==> src/rtl/codec_reg_pkg.sv <==
// Shared constants and per-slot tables for the codec control register file.
// Assumes indices are 7-bit even addresses; slot order is internal only.
package codec_reg_pkg;
    localparam int DW       = 16;
    localparam int AW       = 7;
    localparam int NREG     = 14;
    localparam int NMIX     = 7;
    localparam int SLOT_MIX0 = 3;
    localparam int SLOT_REC  = 10;
    localparam int SLOT_PWR  = 11;
    localparam int SLOT_KEY  = 12;
    localparam int SLOT_PROT = 13;
    localparam logic [AW-1:0] IDX_RESET = 7'h00;
    localparam logic [AW-1:0] IDX_PWR   = 7'h26;
    localparam logic [AW-1:0] IDX_PROT  = 7'h72;
    localparam logic [DW-1:0] UNLOCK_KEY = 16'hABBA;
    localparam int NSTAT = 4;

    // Index decoded by each storage slot.
    function automatic logic [AW-1:0] slot_idx(input int s);
        if (s < SLOT_MIX0)      slot_idx = AW'(7'h02 + 2*s);
        else if (s < SLOT_REC)  slot_idx = AW'(7'h0C + 2*(s - SLOT_MIX0));
        else if (s == SLOT_REC) slot_idx = 7'h1C;
        else if (s == SLOT_PWR) slot_idx = IDX_PWR;
        else if (s == SLOT_KEY) slot_idx = 7'h70;
        else                    slot_idx = IDX_PROT;
    endfunction

    // Value loaded by reset or by a write to index 00h.
    function automatic logic [DW-1:0] slot_def(input int s);
        if (s < SLOT_MIX0)      slot_def = 16'h8000;
        else if (s < SLOT_REC)  slot_def = 16'h8808;
        else if (s == SLOT_REC) slot_def = 16'h8000;
        else                    slot_def = 16'h0000;
    endfunction

    // Bits a write may change.
    function automatic logic [DW-1:0] slot_mask(input int s);
        if (s < SLOT_REC)       slot_mask = 16'h9F1F;
        else if (s == SLOT_REC) slot_mask = 16'h8F0F;
        else if (s == SLOT_PWR) slot_mask = 16'hFF00;
        else                    slot_mask = 16'hFFFF;
    endfunction
endpackage

==> src/rtl/codec_reg_cell.sv <==
// One control register: loads its default on reset or file reset and
// takes masked write data on a write enable. Assumes soft_rst and we
// are never both active for the same cell in a cycle.
module codec_reg_cell #(
    parameter int              W    = 16,
    parameter logic [W-1:0]    DEF  = '0,
    parameter logic [W-1:0]    MASK = '1
) (
    input  logic         clk,
    input  logic         rst_n,
    input  logic         soft_rst,
    input  logic         we,
    input  logic [W-1:0] wdata,
    output logic [W-1:0] q
);
    // Storage with default load and masked update.
    always_ff @(posedge clk) begin
        if (!rst_n || soft_rst)
            q <= DEF;
        else if (we)
            q <= (q & ~MASK) | (wdata & MASK);
    end

    AST_FILE_RESET_DEFAULT: assert property (@(posedge clk) disable iff (!rst_n)
        $past(soft_rst) |-> q == DEF);
    AST_HOLD_WITHOUT_WRITE: assert property (@(posedge clk) disable iff (!rst_n)
        (!$past(we) && !$past(soft_rst) && $past(rst_n)) |-> $stable(q));
endmodule

==> src/rtl/codec_reg_rdmux.sv <==
// Read path: selects the addressed register, identity code, live status
// bits or zero, and registers the result with a valid flag.
// Assumes rd_en is already qualified by the codec identity match.
module codec_reg_rdmux
    import codec_reg_pkg::*;
#(
    parameter logic [DW-1:0] ID_CODE = 16'h6A90
) (
    input  logic               clk,
    input  logic               rst_n,
    input  logic               rd_en,
    input  logic [AW-1:0]      idx,
    input  logic               unlocked,
    input  logic [NSTAT-1:0]   status,
    input  logic [NREG*DW-1:0] regs,
    output logic               rd_valid,
    output logic [DW-1:0]      rd_data
);
    logic [DW-1:0] sel;

    // Combinational selection of the read value.
    always_comb begin
        sel = '0;
        if (idx == IDX_RESET) sel = ID_CODE;
        for (int s = 0; s < NREG; s++) begin
            if (idx == slot_idx(s)) begin
                sel = regs[s*DW +: DW];
                if (s == SLOT_PWR)  sel[NSTAT-1:0] = status;
                if (s == SLOT_PROT && !unlocked) sel = '0;
            end
        end
    end

    // Registered read return.
    always_ff @(posedge clk) begin
        if (!rst_n) begin
            rd_valid <= 1'b0;
            rd_data  <= '0;
        end else begin
            rd_valid <= rd_en;
            if (rd_en) rd_data <= sel;
        end
    end

    AST_ID_READ: assert property (@(posedge clk) disable iff (!rst_n)
        $past(rd_en && idx == IDX_RESET) |-> rd_data == ID_CODE);
    AST_LOCKED_READ_ZERO: assert property (@(posedge clk) disable iff (!rst_n)
        $past(rd_en && idx == IDX_PROT && !unlocked) |-> rd_data == '0);
    AST_ODD_READ_ZERO: assert property (@(posedge clk) disable iff (!rst_n)
        $past(rd_en && idx[0]) |-> rd_data == '0);
endmodule

==> src/rtl/codec_regfile.sv <==
// Codec control register file top: decodes identity-matched commands,
// handles file reset via index 00h, the key lock on 72h, and drives
// the field outputs and the amplifier power-down pin.
// Assumes wr_stb and rd_stb are single-cycle command strobes.
module codec_regfile
    import codec_reg_pkg::*;
#(
    parameter logic [DW-1:0] ID_CODE = 16'h6A90
) (
    input  logic                 clk,
    input  logic                 rst_n,
    input  logic [1:0]           cid_strap,
    input  logic                 wr_stb,
    input  logic                 rd_stb,
    input  logic [1:0]           cmd_cid,
    input  logic [AW-1:0]        cmd_idx,
    input  logic [DW-1:0]        cmd_wdata,
    input  logic [NSTAT-1:0]     blk_ready,
    output logic                 rd_valid,
    output logic [DW-1:0]        rd_data,
    output logic [DW-1:0]        master_vol,
    output logic [DW-1:0]        aux_vol,
    output logic [DW-1:0]        mono_vol,
    output logic [NMIX*DW-1:0]   mix_gain,
    output logic [DW-1:0]        rec_gain,
    output logic [DW-1:0]        pwr_ctl,
    output logic [DW-1:0]        prot_reg,
    output logic                 eapd
);
    logic                 id_hit, wr_hit, rd_hit, soft_rst, unlocked;
    logic [NREG*DW-1:0]   regs;
    logic [NREG-1:0]      we;

    // Command qualification by codec identity.
    always_comb begin
        id_hit   = (cmd_cid == cid_strap);
        wr_hit   = wr_stb && id_hit;
        rd_hit   = rd_stb && id_hit;
        soft_rst = wr_hit && (cmd_idx == IDX_RESET);
        unlocked = (regs[SLOT_KEY*DW +: DW] == UNLOCK_KEY);
    end

    // Per-slot write enables, with the protected slot gated by the key.
    always_comb begin
        for (int s = 0; s < NREG; s++)
            we[s] = wr_hit && (cmd_idx == slot_idx(s)) &&
                    ((s != SLOT_PROT) || unlocked);
    end

    genvar g;
    generate
        for (g = 0; g < NREG; g++) begin : g_cell
            codec_reg_cell #(
                .W    (DW),
                .DEF  (slot_def(g)),
                .MASK (slot_mask(g))
            ) u_cell (
                .clk      (clk),
                .rst_n    (rst_n),
                .soft_rst (soft_rst),
                .we       (we[g]),
                .wdata    (cmd_wdata),
                .q        (regs[g*DW +: DW])
            );
        end
    endgenerate

    codec_reg_rdmux #(.ID_CODE(ID_CODE)) u_rd (
        .clk      (clk),
        .rst_n    (rst_n),
        .rd_en    (rd_hit),
        .idx      (cmd_idx),
        .unlocked (unlocked),
        .status   (blk_ready),
        .regs     (regs),
        .rd_valid (rd_valid),
        .rd_data  (rd_data)
    );

    // Field outputs toward the analog section.
    always_comb begin
        master_vol = regs[0*DW +: DW];
        aux_vol    = regs[1*DW +: DW];
        mono_vol   = regs[2*DW +: DW];
        mix_gain   = regs[SLOT_MIX0*DW +: NMIX*DW];
        rec_gain   = regs[SLOT_REC*DW +: DW];
        pwr_ctl    = {regs[SLOT_PWR*DW + NSTAT +: DW-NSTAT], blk_ready};
        prot_reg   = regs[SLOT_PROT*DW +: DW];
        eapd       = regs[SLOT_PWR*DW + DW-1];
    end

    AST_EAPD_SET: assert property (@(posedge clk) disable iff (!rst_n)
        $past(wr_hit && cmd_idx == IDX_PWR && cmd_wdata[DW-1]) |-> eapd);
    AST_EAPD_CLEAR: assert property (@(posedge clk) disable iff (!rst_n)
        $past(wr_hit && cmd_idx == IDX_PWR && !cmd_wdata[DW-1]) |-> !eapd);
    AST_FOREIGN_NO_READ: assert property (@(posedge clk) disable iff (!rst_n)
        rd_valid |-> $past(rd_stb && cmd_cid == cid_strap));
    AST_LOCKED_WRITE_DROPPED: assert property (@(posedge clk) disable iff (!rst_n)
        $past(wr_stb && cmd_idx == IDX_PROT && !unlocked) |-> $stable(prot_reg));
    AST_RESET_MUTES: assert property (@(posedge clk) disable iff (!rst_n)
        $past(soft_rst) |-> master_vol == 16'h8000);
endmodule

==> config.mk <==
export PLATFORM = sky130hd
export DESIGN_NAME = codec_regfile
export DESIGN_NICKNAME = d
export VERILOG_FILES = /design/src/rtl/codec_reg_pkg.sv /design/src/rtl/codec_reg_cell.sv /design/src/rtl/codec_reg_rdmux.sv /design/src/rtl/codec_regfile.sv
export SDC_FILE = /design/constraint.sdc
export NUM_CORES = 1
export LEC_CHECK = 0
export ABC_AREA = 1
export BUFFER_PORTS_ARGS = -buffer_cell sky130_fd_sc_hd__buf_2
export CAP_MARGIN = 10
export CELL_PAD_IN_SITES_DETAIL_PLACEMENT = 0
export CELL_PAD_IN_SITES_GLOBAL_PLACEMENT = 1
export CORE_MARGIN = 3
export CORE_UTILIZATION = 39
export DETAILED_ROUTE_END_ITERATION = 10
export PLACE_DENSITY = 0.84
export REMOVE_ABC_BUFFERS = 1
export SETUP_SLACK_MARGIN = 0.1
export SLEW_MARGIN = 15
export SYNTH_ARGS = -nofsm -noshare
export SYNTH_HDL_FRONTEND = slang
export SYNTH_HIERARCHICAL = 1
export SYNTH_SLANG_ARGS = --single-unit
==> constraint.sdc <==
create_clock -name clk -period 2.77 [get_ports clk]
set_clock_uncertainty 0.2 [all_clocks]
set_input_delay 0.1385 -clock clk [delete_from_list [all_inputs] [get_ports clk]]
set_output_delay 0.1385 -clock clk [all_outputs]
set_load 0.01 [all_outputs]
==> metrics.yaml, run 1 <==
run_status: "finished, final reports clean"
ys.warnings.count: 6
netlist_area_pre_place_sq_um: 9470
final_area_sq_um: 11100
avgViaCountPerCell: 5.01
ctsResizeCount: 0
post-route-util_pct: 46.8
grt_pass1_vias: 9273
hold-path-endpoint: "g_cell[1].u_cell/q[9]"
ios: 261
worst_hold_slack_ns: 0.0349
total_switching_power_w: 0.00142
route.detailed.drc: 0
start_kind: "input port"
timing.final.ws_setup_ns: 0.768
initialDrtViolationCount: 981
worst_ep_arrival_time_ns: 2.13
cts_buffers: 17
critical_path.max_fanout: 16
crit-reg2reg-capture: "u_rd/rd_data[3]"
fillCellCount: 2540
regToRegSetupSlack_ns: 0.83
post_route_cells_drive_above_1_share_pct: 20.7
routed-via-count: 9866
cts_max_level: 4
period_needed_ns: 2.00
syn-mean-instance-area_sq_um: 6.56
ir_worst_vdd_mv: 0.316
timing.fmax_mhz: 499
power_per_cell_area_nw_per_um2: 486
finalSetupViolations: 0
most_common_cell_after_layout_fill_and_taps_aside: "sky130_fd_sc_hd__nand2_1"
detail_route.wl_per_cell_um: 18.7
signed_area_change_from_the_synthesized_netlist_to_the_final_layout_pct: 17.2
timing.rr.start: "g_cell[12].u_cell/q[8]"
cts.clk_slew.worst_paths_ns: 0.07
min_from: "wr_stb"
tritoncts_clock_tree: "built"
grt_util_all_layers_pct: 27.5
postPlaceCellArea_sq_um: 10300
route.antenna.remaining_nets: 0
layout.nets: 1672
gp_congestion: 0.921
setup-tns-final_ns: 0
initial_utilization_pct: 40.0
fp.dieH_um: 162
maxCapViolations: 0
total_die_area_sq_um: 26200
cts_num_sinks: 176
mostFrequentLayoutCells: "sky130_fd_sc_hd__nand2_1 (544), sky130_fd_sc_hd__buf_2 (199), sky130_fd_sc_hd__dfxtp_1 (176), sky130_fd_sc_hd__inv_1 (133), sky130_fd_sc_hd__nor2_1 (128)"
power_switching_share_pct: 26.5
worst_pin_slew_ns: 0.863
timing.hold.worst_path_depth: 5
power.share.clock_pct: 44.9
critical_path_sink_type: "register"
clockBufferDepth: 2
antenna_found_initial: 1
combPwrFrac_pct: 7.6
cts-root-buf: "sky130_fd_sc_hd__clkbuf_16"
fp.coreArea_sq_um: 23700
rsz0062_at_grt: "no"
cell_count_after_synthesis: 1444
grt_overflow: 0
crit_type: "input port to register"
pin_count_of_the_biggest_net_entering_global_routing: 30
p_int_w: 0.00396
clock_network_latency_to_the_later_pin_of_the_worst_skew_pair_ns: 0.43
min_path_type: "input port to register"
final_hold_viol_count: 0
port_buffers: 199
dpl.hpwl_mm: 27.3
fp.dieW_um: 162
number_of_search_and_repair_iterations_in_the_first_detailed_routing_pass: 6
standby_leakage_power_nw: 4.86
detail_route.wirelength_mm: 36.8
final-max-slew-violation-count: 0
place_worst_setup_slack_ns: 0.395
worst_slew_margin_rel_pct: 42.2
required_ns: 2.90
rr_worst_depth: 10
timing.final.crit_share_pct: 72.3
part_of_the_total_power_dissipated_in_sequential_elements_pct: 47.5
fp-row-count: 56
grt_pass1_wl_mm: 55.3
## power by group through the flow
stage               clock network, W  registers (W)  logic, W
detailed placement                 0        0.00262  0.000368
floorplan                          0        0.00262  0.000181
finish                       0.00242        0.00256  0.000409
global route                 0.00255        0.00256  0.000445
CTS                          0.00244        0.00256  0.000392
global placement                   0        0.00262  0.000366
## final cells by class
type,count,area [sq um],area share (%)
Inverter,147,567,5.11
Clock inverter,12,123,1.11
Antenna cell,1,2.50,0.0226
Clock buffer,20,457,4.12
Sequential cell,176,3520,31.8
Tap cell,319,399,3.60
Timing Repair Buffer,244,1390,12.5
Multi-Input combinational cell,1051,4630,41.8
## through the flow
stage / cells / power [W]
floorplan: 1374 / 0.00280
global placement: 1916 / 0.00298
detailed placement: 1916 / 0.00299
CTS: 1969 / 0.00539
global route: 1970 / 0.00555
finish: 1970 / 0.00539
## routing by layer
layer	GRT usage, %	part of all wire (%)	vias up
met3	6.53	9.6	64
met4	8.96	2.8	0
met2	42.2	44	514
li1	-	-	4761
met1	38.1	43	4527
met5	0	0	-
## worst max-delay path, stage by stage
cell,delay [ns]
sky130_fd_sc_hd__buf_2,0.13
sky130_fd_sc_hd__nor2_2,0.20
sky130_fd_sc_hd__nand3_2,0.14
sky130_fd_sc_hd__nor2_4,0.36
sky130_fd_sc_hd__nand2_1,0.09
sky130_fd_sc_hd__nand2_1,0.12
sky130_fd_sc_hd__nand4_1,0.12
sky130_fd_sc_hd__nor2_1,0.14
sky130_fd_sc_hd__nand3_1,0.15
sky130_fd_sc_hd__nand2_1,0.11
sky130_fd_sc_hd__nand3_1,0.13
sky130_fd_sc_hd__nand2_1,0.11
sky130_fd_sc_hd__nand3_1,0.08
sky130_fd_sc_hd__nand2_1,0.06
sky130_fd_sc_hd__inv_1,0.03
## flip-flops by register name (all words and copies together), names as in the netlist
register and flops:
u_rd/rd_valid 1, g_cell.u_cell/q 159, u_rd/rd_data 16
## timing repair
action                                 4_1_cts  5_1_grt
hold buffers                                21        0
endpoints found under the hold margin      152        0
setup buffers                                0        0
## worst max path at each step
stage | startpoint | to | slack (ns) | cells after the start
global placement | cmd_idx[0] | u_rd/rd_data[11] | 0.39 | 13
floorplan | cmd_cid[1] | u_rd/rd_data[12] | 0.17 | 8
global route | cmd_idx[0] | u_rd/rd_data[9] | 0.63 | 15
finish | cmd_idx[0] | u_rd/rd_data[9] | 0.77 | 15
CTS | cmd_idx[0] | u_rd/rd_data[11] | 0.82 | 13
detailed placement | cmd_idx[0] | u_rd/rd_data[11] | 0.40 | 13
(Power assumes the default switching activity.)
==> inputs of run 2 (changes only) <==
Settings changed: CORE_UTILIZATION 39 to 37, PLACE_DENSITY 0.84 to 0.81.
Clock period 2.77 ns to 2 ns, I/O delays scaled along.
==> run 2 against run 1 <==
Non-clock buffer count increased by 52; power increased by 38%; register-to-register slack got worse by 0.68 ns; clock-buffer cell count decreased by 1; critical path depth decreased by 5; clock power increased by 33%; combinational power increased by 55%; utilization increased by 0.20 points; sequential share of layout area decreased by 1.5 points; largest cell class unchanged; critical path type is now register to register.
==> metrics.yaml, run 2 (synthesis gave the netlist of run 1 again) <==
run_status: "finished, final reports clean"
detail_route.wl_per_cell_um: 18.3
layout.nets: 1724
timing.rr.start: "g_cell[0].u_cell/q[2]"
cts.clk_slew.worst_paths_ns: 0.07
fp.dieH_um: 166
required_ns: 2.14
critical_path_sink_type: "register"
detail_route.wirelength.met1_mm: 16.2
ir_worst_vdd_mv: 0.505
top_layer: "met5"
antenna_found_initial: 3
fp.dieW_um: 166
hold-path-endpoint: "g_cell[11].u_cell/q[8]"
wl_met3_mm: 3.12
fp-row-count: 57
grt_pass1_wl_mm: 56.5
final-max-slew-violation-count: 0
final_hold_viol_count: 0
timing.fmax_mhz: 540
clockBufferDepth: 2
route.detailed.drc: 0
layout.cells.non_filler: 2027
rr_worst_depth: 10
tritoncts_clock_tree: "built"
worst_slew_margin_rel_pct: 60.8
worst_ep_arrival_time_ns: 1.99
critical-path-slowest-cell: "sky130_fd_sc_hd__dfxtp_1"
mostFrequentLayoutCells: "sky130_fd_sc_hd__nand2_1 (544), sky130_fd_sc_hd__buf_2 (199), sky130_fd_sc_hd__dfxtp_1 (176), sky130_fd_sc_hd__inv_1 (133), sky130_fd_sc_hd__nor2_1 (123)"
crit_type: "register to register"
cts-root-buf: "sky130_fd_sc_hd__clkbuf_16"
chain_of_cells_forming_the_critical_path: "nand2_1, nand2_1, nor2_1, nand4_1, nor2_1, nand4_1, nor2_1, nand4_1, nand2_1, inv_1"
routed-via-count: 10085
cts_num_sinks: 176
pin_count_of_the_biggest_net_entering_global_routing: 30
timing.final.crit_share_pct: 92.5
cts_buffers: 17
initialDrtViolationCount: 1024
min_path_type: "input port to register"
grt_pass1_vias: 9568
finalSetupViolations: 0
total_die_area_sq_um: 27500
standby_leakage_power_nw: 5.16
timing.hold.worst_path_depth: 6
place.detailed.instances: 1973
top_register_by_number_of_flip_flops: "g_cell.u_cell/q"
multi_input_comb_area_sq_um: 4650
regToRegSetupSlack_ns: 0.15
route.antenna.remaining_nets: 0
seq_area_sq_um: 3520
worst_hold_slack_ns: 0.0312
start_kind: "register"
port_buffers: 199
gp_congestion: 0.899
avgViaCountPerCell: 4.98
post_route_cells_drive_above_1_share_pct: 23.3
reg_top3: "g_cell.u_cell/q: 159 flops, u_rd/rd_data: 16 flops, u_rd/rd_valid: 1 flops"
number_of_search_and_repair_iterations_in_the_first_detailed_routing_pass: 5
fp.coreArea_sq_um: 24700
period_needed_ns: 1.85
ios: 261
maxCapViolations: 0
rsz0062_at_grt: "yes"
crit-reg2reg-capture: "u_rd/rd_data[2]"
setup-tns-final_ns: 0
detail_route.wirelength_mm: 37.1
fillCellCount: 2566
clock_network_latency_to_the_later_pin_of_the_worst_skew_pair_ns: 0.44
initial_utilization_pct: 38.3
critical_path.max_fanout: 3
largest_register_ffs: 159
detailroute.wirelength.met2_mm: 16.9
dpl.hpwl_mm: 27.5
cts_max_level: 4
power_per_cell_area_nw_per_um2: 637
worst_pin_slew_ns: 0.587
min_from: "wr_stb"
signed_area_change_from_the_synthesized_netlist_to_the_final_layout_pct: 23.0
report.power.total_w: 0.00741
highest_cell_delay_on_the_worst_timing_path_ns: 0.36
grt_overflow: 0
grt_util_all_layers_pct: 26.2
most_common_cell_after_layout_fill_and_taps_aside: "sky130_fd_sc_hd__nand2_1"
run 2: routing by layer:
metal | GRT usage (%) | vias up
li1 | - | 4870
met1 | 35.8 | 4657
met2 | 41.6 | 493
met3 | 5.78 | 63
met4 | 7.85 | 2
met5 | 0 | -
run 2: worst max-delay path by stage:
stage,from,slack [ns],to
floorplan,cmd_cid[1],-0.56,u_rd/rd_data[12]
global placement,cmd_idx[4],-0.34,u_rd/rd_data[7]
detailed placement,cmd_idx[6],-0.42,u_rd/rd_data[7]
CTS,g_cell[0].u_cell/q[11],0.15,u_rd/rd_data[11]
global route,g_cell[2].u_cell/q[1],0.03,u_rd/rd_data[1]
finish,g_cell[0].u_cell/q[2],0.15,u_rd/rd_data[2]
run 2: cell type report:
type	instances	area share, %
Clock buffer	19	3.81
Antenna cell	2	0.0430
Timing Repair Buffer	296	16.7
Tap cell	324	3.48
Clock inverter	12	0.946
Sequential cell	176	30.3
Inverter	147	4.87
Multi-Input combinational cell	1051	39.9
run 2: what timing repair did:
item,CTS,global route
gates resized for setup,1,4
setup endpoints to repair,13,4
buffers inserted,0,0
hold buffers,21,0
hold endpoints to repair,171,0
run 2: critical path, delay by kind of cell (launching register included):
family | cells | cell delay (ns)
DFF | 1 | 0.36
buffers and inverters | 1 | 0.03
and+or+nand+nor | 9 | 1.17
run 2: power breakdown:
group	internal, W	switching, W	total, W
sequential	0.00353	0.0000173	0.00355
clock	0.00175	0.00149	0.00323
combinational	0.000192	0.000441	0.000632
total	0.00547	0.00194	0.00741
run 2: per-stage QoR:
step           cell area [sq um]  worst slack, ns  util [%]
4_1_cts                    11600            0.148      47.0
6_report                   11600            0.149      47.0
3_3_place_gp               10900           -0.336      43.9
3_5_place_dp               10900           -0.423      43.9
2_1_floorplan               8720           -0.565         -
5_1_grt                    11600           0.0284      47.0
==> inputs of run 3 (changes only) <==
Settings changed: ABC_AREA 1 to default, CORE_MARGIN 3 to 1, CORE_UTILIZATION 37 to 39, PLACE_DENSITY 0.81 to 0.79.
==> run 3 against run 2 <==
The flow now finishes with violations (setup timing); synthesized area grew 1.4%; sequential power is essentially flat; register-to-register slack got worse by 0.17 ns; critical endpoint is now g_cell[13].u_cell/q[5]; largest cell class unchanged; highest routed layer is now met4.
==> metrics.yaml, run 3 <==
run_status: "finished, violations left"
violations: "setup timing"
critical_path_buf_inv_count: 3
cts.clk_slew.worst_paths_ns: 0.08
clockBufferDepth: 2
chain_of_cells_forming_the_critical_path: "nor4bb_4, nand4_1, buf_4, nor4_4, buf_4, clkbuf_16, mux2i_1, nor2_1"
gp_congestion: 0.932
report.power.total_w: 0.00822
fp-row-count: 57
grt_util_all_layers_pct: 29.4
hold-path-endpoint: "u_rd/rd_valid"
clock_network_latency_to_the_later_pin_of_the_worst_skew_pair_ns: 0.44
port_buffers: 199
mostFrequentLayoutCells: "sky130_fd_sc_hd__buf_2 (199), sky130_fd_sc_hd__nor2_1 (171), sky130_fd_sc_hd__dfxtp_1 (170), sky130_fd_sc_hd__buf_4 (163), sky130_fd_sc_hd__mux2i_1 (162)"
regToRegSetupSlack_ns: -0.02
critical_path_sink_type: "register"
period_needed_ns: 2.02
reg_top3: "g_cell.u_cell/q: 159 flops, u_rd/rd_data: 16 flops, u_rd/rd_valid: 1 flops"
grt_pass1_wl_mm: 56.6
finalSetupViolations: 3
timing.rr.start: "g_cell[12].u_cell/q[12]"
cts_num_sinks: 176
place_worst_setup_slack_ns: -0.307
global_route.peak_usage_layer: "met2"
total_die_area_sq_um: 25200
gr-usage-met2_pct: 47.0
power_per_cell_area_nw_per_um2: 629
critical_path.top_delay_family: "simple AND/OR/NAND/NOR gates"
grt_pass1_vias: 9235
signed_area_change_from_the_synthesized_netlist_to_the_final_layout_pct: 36.2
layout.cells.non_filler: 1765
critical_path.max_fanout: 8
routed-via-count: 9630
largest_register_ffs: 159
avgViaCountPerCell: 5.46
timing.fmax_mhz: 495
fp.dieH_um: 159
timing.final.crit_share_pct: 101
worst_pin_slew_ns: 0.723
standby_leakage_power_nw: 5.35
critical-path-slowest-cell: "sky130_fd_sc_hd__dfxtp_2"
pin_count_of_the_biggest_net_entering_global_routing: 32
syn-mean-instance-area_sq_um: 8.80
global_route.usage.met1_pct: 39.7
worst_slew_margin_rel_pct: 51.7
number_of_search_and_repair_iterations_in_the_first_detailed_routing_pass: 7
crit_path_frequent_cell: "sky130_fd_sc_hd__buf_4"
rr_worst_depth: 8
min_path_type: "input port to register"
timing.final.ws_setup_ns: -0.0185
antenna_found_initial: 0
dpl.hpwl_mm: 29.0
crit-reg2reg-capture: "g_cell[13].u_cell/q[5]"
netlist_area_pre_place_sq_um: 9600
globalRouteMet3Util_pct: 5.64
cts_buffers: 17
cell_count_after_synthesis: 1090
most_common_cell_after_layout_fill_and_taps_aside: "sky130_fd_sc_hd__buf_2"
maxCapViolations: 0
route.antenna.remaining_nets: 0
place.detailed.instances: 1707
rsz0062_at_grt: "yes"
required_ns: 2.14
initialDrtViolationCount: 731
min_from: "cmd_cid[1]"
timing.hold.worst_path_depth: 4
initial_utilization_pct: 39.6
final_hold_viol_count: 0
grt_overflow: 0
cts_max_level: 4
ys.warnings.count: 6
fp.coreArea_sq_um: 24200
detail_route.wl_per_cell_um: 21.7
layout.nets: 1464
top_register_by_number_of_flip_flops: "g_cell.u_cell/q"
antennaDiodeCount: 0
fp.dieW_um: 159
cts-root-buf: "sky130_fd_sc_hd__clkbuf_16"
final-max-slew-violation-count: 0
route.detailed.drc: 0
ios: 261
worstSetupPathDepth: 8
detail_route.wirelength_mm: 38.2
start_kind: "register"
crit_type: "register to register"
worst_ep_arrival_time_ns: 2.15
post_route_cells_drive_above_1_share_pct: 33.1
highest_cell_delay_on_the_worst_timing_path_ns: 0.34
tritoncts_clock_tree: "built"
ir_worst_vdd_mv: 0.541
run 3: cell count changes in the layout (fill, tap and decap cells not counted), moves of 24 or more:
cell                      change
sky130_fd_sc_hd__buf_4      +100
sky130_fd_sc_hd__o21ai_0     +25
sky130_fd_sc_hd__nand2_2     -25
sky130_fd_sc_hd__nor2_1      +48
sky130_fd_sc_hd__a21oi_1     -79
sky130_fd_sc_hd__inv_1      -108
sky130_fd_sc_hd__nand3_1     -59
sky130_fd_sc_hd__nand4_1     -36
sky130_fd_sc_hd__a22oi_1     +24
sky130_fd_sc_hd__nand2_1    -496
sky130_fd_sc_hd__mux2i_1    +162
run 3: area by class of cell:
class / count / area (sq um)
Sequential cell: 176 / 3530
Inverter: 25 / 93.8
Clock buffer: 18 / 439
Fill cell: 2335 / 11200
Timing Repair Buffer: 413 / 3020
Clock inverter: 13 / 196
Tap cell: 324 / 405
Multi-Input combinational cell: 796 / 5390
run 3: worst max path at each step:
stage / slack, ns / endpoint / from
floorplan: -1.68 / g_cell[13].u_cell/q[0] / g_cell[12].u_cell/q[13]
global placement: -0.27 / u_rd/rd_data[2] / cmd_idx[0]
detailed placement: -0.31 / u_rd/rd_data[2] / cmd_idx[0]
global route: -0.14 / g_cell[13].u_cell/q[3] / g_cell[12].u_cell/q[0]
finish: -0.02 / g_cell[13].u_cell/q[5] / g_cell[12].u_cell/q[12]
CTS: -0.02 / g_cell[13].u_cell/q[12] / g_cell[12].u_cell/q[12]
run 3: report_power, final:
part	leakage, nW	internal, W	switching (W)
clock network	0.310	0.00215	0.00153
logic	3.62	0.000397	0.000612
registers	1.42	0.00352	0.0000134
run 3: layer usage:
| layer | part of all wire, % | up-vias |
|---|---|---|
| met3 | 8.2 | 58 |
| met1 | 43 | 4631 |
| met5 | 0 | - |
| met2 | 46 | 493 |
| li1 | - | 4448 |
| met4 | 2.6 | 0 |
run 3: timing repair:
| item | in CTS | in global routing |
|---|---|---|
| gates resized for setup | 19 | 33 |
| pin swaps | 8 | 12 |
| endpoints found under the hold margin | 161 | 0 |
| gates cloned | 1 | 1 |
| setup endpoints to repair | 32 | 31 |
| buffers inserted | 1 | 1 |
| hold buffers | 23 | 0 |
run 3: per-stage QoR:
stage	hold slack [ns]	TNS [ns]	util [%]	area, sq um
after detailed placement	0.180	-5.79	49.2	11900
after global routing	0.120	-1.68	53.9	13100
after CTS	0.0917	-0.141	53.2	12900
final	0.107	-0.0371	53.9	13100
after global placement	0.171	-5.14	49.2	11900
after floorplan	0	-41.35	-	8790
run 3: worst reg2reg max path, cell delays in order (launching register included):
cell and delay [ns]:
sky130_fd_sc_hd__dfxtp_2 0.34, sky130_fd_sc_hd__nor4bb_4 0.28, sky130_fd_sc_hd__nand4_1 0.17, sky130_fd_sc_hd__buf_4 0.19, sky130_fd_sc_hd__nor4_4 0.17, sky130_fd_sc_hd__buf_4 0.17, sky130_fd_sc_hd__clkbuf_16 0.15, sky130_fd_sc_hd__mux2i_1 0.20
sky130_fd_sc_hd__nor2_1 0.06
